### src/rtl/regex_pkg.sv
package regex_pkg;
  localparam int DATA_W = 8;
  localparam int NSTATE = 5;   // one flop per pattern position: a b [cd] e f
  localparam int NALT   = 2;   // widest symbol class (c|d)

  // Entry i: bit j set means state j may lead into state i.
  localparam logic [NSTATE-1:0][NSTATE-1:0] PRED_MASK = {
    5'b01100,  // f   <- [cd] or e
    5'b00100,  // e   <- [cd]
    5'b00110,  // [cd]<- b or itself (one-or-more)
    5'b00001,  // b   <- a
    5'b00000   // a   <- start only
  };
  localparam logic [NSTATE-1:0] START_MASK = 5'b00001;
  localparam logic [NSTATE-1:0] FINAL_MASK = 5'b10000;
endpackage

### src/rtl/sym_match.sv
module sym_match #(
  parameter int W    = 8,
  parameter int NALT = 2,
  parameter logic [NALT*W-1:0] CHARS = '0
) (
  input  logic [W-1:0] data,
  output logic         hit
);
  logic [NALT-1:0] eq;
  for (genvar k = 0; k < NALT; k++) begin : g_cmp
    assign eq[k] = (data == CHARS[k*W +: W]);
  end
  assign hit = |eq;
endmodule

### src/rtl/nfa_state.sv
module nfa_state
  import regex_pkg::*;
(
  input  logic              clk,
  input  logic              rst_n,
  input  logic              clr,
  input  logic              step,
  input  logic [NSTATE-1:0] hit,
  output logic [NSTATE-1:0] state
);
  logic [NSTATE-1:0] nxt;

  for (genvar i = 0; i < NSTATE; i++) begin : g_pos
    assign nxt[i] = hit[i] & (START_MASK[i] | (|(state & PRED_MASK[i])));
  end

  always_ff @(posedge clk or negedge rst_n) begin
    if (!rst_n)    state <= '0;
    else if (clr)  state <= '0;
    else if (step) state <= nxt;
  end

  AST_CLR_EMPTIES: assert property (@(posedge clk) disable iff (!rst_n)
    clr |=> (state == '0));
  AST_HOLD_IDLE: assert property (@(posedge clk) disable iff (!rst_n)
    (!step && !clr) |=> $stable(state));
  AST_B_AFTER_A: assert property (@(posedge clk) disable iff (!rst_n)
    (step && !clr) |=> (!state[1] || $past(state[0])));
  AST_E_AFTER_CD: assert property (@(posedge clk) disable iff (!rst_n)
    (step && !clr) |=> (!state[3] || $past(state[2])));
endmodule

### src/rtl/regex_nfa_scan.sv
module regex_nfa_scan
  import regex_pkg::*;
#(
  parameter logic [DATA_W-1:0] C_A = 8'h61,
  parameter logic [DATA_W-1:0] C_B = 8'h62,
  parameter logic [DATA_W-1:0] C_C = 8'h63,
  parameter logic [DATA_W-1:0] C_D = 8'h64,
  parameter logic [DATA_W-1:0] C_E = 8'h65,
  parameter logic [DATA_W-1:0] C_F = 8'h66
) (
  input  logic              clk,
  input  logic              rst_n,
  input  logic              clr,
  input  logic [DATA_W-1:0] in_data,
  input  logic              in_valid,
  output logic              in_ready,
  output logic              match
);
  localparam logic [NSTATE-1:0][NALT-1:0][DATA_W-1:0] SYMS = {
    {C_F, C_F}, {C_E, C_E}, {C_C, C_D}, {C_B, C_B}, {C_A, C_A}
  };

  logic [NSTATE-1:0] hit;
  logic [NSTATE-1:0] state;
  logic              step;
  logic              fresh_q;
  logic              rdy_q;

  assign step     = in_valid & rdy_q;
  assign in_ready = rdy_q;

  for (genvar i = 0; i < NSTATE; i++) begin : g_sym
    sym_match #(.W(DATA_W), .NALT(NALT), .CHARS(SYMS[i])) i_sym (
      .data(in_data),
      .hit (hit[i])
    );
  end

  nfa_state i_core (
    .clk  (clk),
    .rst_n(rst_n),
    .clr  (clr),
    .step (step),
    .hit  (hit),
    .state(state)
  );

  always_ff @(posedge clk or negedge rst_n) begin
    if (!rst_n) begin
      fresh_q <= 1'b0;
      rdy_q   <= 1'b0;
    end else begin
      fresh_q <= step & ~clr;
      rdy_q   <= 1'b1;
    end
  end

  assign match = fresh_q & (|(state & FINAL_MASK));

  AST_MATCH_NEEDS_BYTE: assert property (@(posedge clk) disable iff (!rst_n)
    match |-> $past(in_valid && !clr));
  AST_SINGLE_PULSE: assert property (@(posedge clk) disable iff (!rst_n)
    match |=> !match);
  AST_READY_STAYS: assert property (@(posedge clk) disable iff (!rst_n)
    in_ready |=> in_ready);
endmodule

### config.mk
export PLATFORM = sky130hd
export DESIGN_NAME = regex_nfa_scan
export DESIGN_NICKNAME = d
export VERILOG_FILES = /design/src/rtl/regex_pkg.sv /design/src/rtl/sym_match.sv /design/src/rtl/nfa_state.sv /design/src/rtl/regex_nfa_scan.sv
export SDC_FILE = /design/constraint.sdc
export NUM_CORES = 1
export LEC_CHECK = 0
export BUFFER_PORTS_ARGS = -buffer_cell sky130_fd_sc_hd__buf_4
export CAP_MARGIN = 20
export CORE_UTILIZATION = 30
export CTS_CLUSTER_SIZE = 25
export DETAILED_ROUTE_END_ITERATION = 10
export PLACE_DENSITY = 0.64
export SETUP_SLACK_MARGIN = 0.05
export SYNTH_ARGS = -nofsm -noshare
export SYNTH_HDL_FRONTEND = slang
export SYNTH_HIERARCHICAL = 1
export SYNTH_SLANG_ARGS = --single-unit
export TNS_END_PERCENT = 10
### constraint.sdc
create_clock -name clk -period 0.86 [get_ports clk]
set_input_delay 0.172 -clock clk [delete_from_list [all_inputs] [get_ports clk]]
set_output_delay 0.172 -clock clk [all_outputs]
set_load 0.005 [all_outputs]
==> results_dict.tcl <==
set metrics [dict create \
    combPwrFrac_pct 20.0 \
    layout.nets 81 \
    switching_power_uw 187 \
    timing.final.crit_share_pct 122 \
    setup_viol 6 \
    drt_wl_total_mm 1.06 \
    instances_no_fill 83 \
    io_buffers 13 \
    final-seq-area_um2 175 \
    synth_mux_area_share_pct 2.19 \
    slew_violations 0 \
    syn_inst 42 \
    crit_required_ns 0.69 \
    final_util_pct 51.3 \
    antenna_left 0 \
    die_x_um 41.0 \
    switching_share_pct 23.5 \
    mostFrequentLayoutCell "buf_4" \
    first_pass_iters 3 \
    synth_simple_gate_area_share_pct 46.6 \
    fin_ws_ns -0.190 \
    drv_cap 0 \
    clock-sinks 7 \
    synthXorXnorAreaFrac_pct 0 \
    cts_tree "done" \
    yosys.cell_types.count 22 \
    core-area_um2 1350 \
    leakagePower_nw 0.313 \
    yosysSeqAreaShare_pct 38.4 \
    drive_gt1_share_pct 50.0 \
    fp.dieH_um 41.0 \
    wl_per_cell_um 12.7 \
    yosysTopAreaCell "dfrtp_1" \
    clock_tree.root_cell "clkbuf_4" \
    drtIter0Drc 9 \
    worstSetupPathType "reg2out" \
    nFillCells 119 \
    fin_crit_ns 1.05 \
    critical-path-max-stage-delay_ns 0.37 \
    clk_latency_ns 0.25 \
    synth_fp_nets 54 \
    cts_inserted_buffers 3 \
    multi_input_area_um2 298 \
    holdCritStartpoint "clr" \
    synth_warnings 6 \
    ys_ff_latch 7 \
    p_int_uw 608 \
    antenna_found_initial 0 \
    synth_compound_area_share_pct 9.59 \
    cp.arrival_ns 0.88 \
    irDropWorstVdd_mv 0.792 \
    total_power_uw 796 \
    ios 14 \
    yosys-top-cells-area "dfrtp_1 38%, nand4bb_1 9.9%, and4b_1 4.4%" \
    setup.worst_path.end_class "output port" \
    finClkSkew_ns 0.00403 \
    grt_max_degree 10 \
    setup_tns_ns -0.669 \
    timing.rr.end "i_core/state[2]$_DFFE_PN0P_" \
    cts.clk_slew.worst_paths_ns 0.05 \
    hold_depth 2 \
    min_path_type "in2reg" \
    fmax_mhz 953 \
    dp_cells 78 \
    p_per_area_nw_per_um2 1150 \
    syn_area_per_cell_um2 10.9 \
    vias 423 \
    cp_cell_sequence "and2_1 > buf_4" \
    layout_common_cells "22 x buf_4, 7 x dfrtp_1, 5 x nor2_1" \
    holdPathEnd "i_core/state[4]$_DFFE_PN0P_" \
    violations "negative setup slack" \
    status "finished with violations" \
    gp_congestion 0.711 \
    grtUsageTotal_pct 16.0 \
    reg2reg_depth 3 \
    start_util_pct 33.8 \
    synth_area_um2 457 \
    std_cell_rows 13 \
    htree_levels 1 \
    grt_pass1_vias 400 \
    synth-adder-area-share_pct 0 \
    clkPwrFrac_pct 37.8 \
    cts.path.max_buffers 2 \
    synth.top_cell.area_share_pct 38.4 \
    cp-start-kind "register" \
    ff2ff_setup_slack_ns -0.03 \
    synth_top_family_by_area "simple AND/OR/NAND/NOR gates" \
    r2r_start "in_ready$_DFF_PN0_" \
    pwr-share-seq_pct 42.2 \
    overflow 0 \
    hold_viol_final 0 \
    cp_slowest_cell "dfrtp_1" \
    avgViaCountPerCell 5.10 \
    syn_to_final_growth_pct 51.8 \
    grt_pass1_wl_mm 1.68 \
    drc 0 \
    dp_hpwl_um 800 \
    dp_slack_ns -0.457 \
    die_area_um2 1680 \
    diodes 0 \
    critical_path.max_fanout 2 \
    rsz0062_at_grt "true" \
]
==> layer usage <==
layer	GRT usage [%]	routed length, µm
met3	8.15	51
met2	21.9	499
met5	0	0
met1	21.5	506
met4	5.00	0
==> kinds of logic after synthesis <==
logic type             count (synthesis)
AND/OR/NAND/NOR                       26
flip-flops                             7
AO/OA/AOI/OAI                          6
multiplexers                           1
buffers and inverters                  1
other                                  1
==> power by group through the flow <==
stage	logic (mW)	registers, mW	clock network (mW)
after CTS	0.147	0.335	0.311
after global routing	0.173	0.336	0.333
after detailed placement	0.143	0.341	0
after global placement	0.140	0.341	0
after floorplan	0.0444	0.341	0
final	0.159	0.335	0.301
==> how the worst max path moves through the flow <==
stage,start,end,slack (ns),cells past startpoint
2_1_floorplan,in_data[4],i_core/state[2]$_DFFE_PN0P_,-0.30,4
3_3_place_gp,in_data[4],i_core/state[2]$_DFFE_PN0P_,-0.45,5
3_5_place_dp,in_data[4],i_core/state[2]$_DFFE_PN0P_,-0.46,5
4_1_cts,i_core/state[4]$_DFFE_PN0P_,match,-0.20,2
5_1_grt,i_core/state[4]$_DFFE_PN0P_,match,-0.25,2
6_report,i_core/state[4]$_DFFE_PN0P_,match,-0.19,2
==> cell usage after synthesis, drive strengths merged <==
cell type / instances
and4b: 2
nand4bb: 4
dfrtp: 7
nand2b: 3
nor3: 1
nand3b: 1
or3b: 1
and2: 2
a211oi: 1
nor2: 5
nand3: 2
nor2b: 1
and3b: 1
or4bb: 1
mux2i: 1
nor4bb: 2
conb: 1
a21oi: 4
o211ai: 1
buf: 1
==> per-stage QoR <==
step                      instance area, µm²  hold WS, ns
final                                    693        0.118
after global routing                     693        0.117
after CTS                                667        0.111
after detailed placement                 629     -0.00778
after global placement                   629      -0.0119
after floorplan                          457       -0.124
==> critical path, delay by kind of cell, from the launching register on <==
kind | cells | cell delay [ns]
buffers and inverters | 1 | 0.13
flip-flops | 1 | 0.37
AND/OR/NAND/NOR | 1 | 0.13
==> repair_timing <==
action / in CTS / in global routing
hold buffers: 1 / 0
gates resized for setup: 1 / 5
hold endpoints to repair: 7 / 0
setup endpoints to repair: 7 / 7
pin swaps: 1 / 2
setup buffers: 0 / 0
==> cell type report <==
type,count,area share [%]
Multi-Input combinational cell,34,43.0
Tap cell,15,2.71
Sequential cell,7,25.3
Timing Repair Buffer,23,25.3
Clock buffer,4,3.79
==> flip-flops by register name, summed over array words and instances, names as in the netlist <==
signal,flops
fresh_q,1
i_core/state,5
in_ready,1
Note: power is estimated with default switching activity, not from simulation.
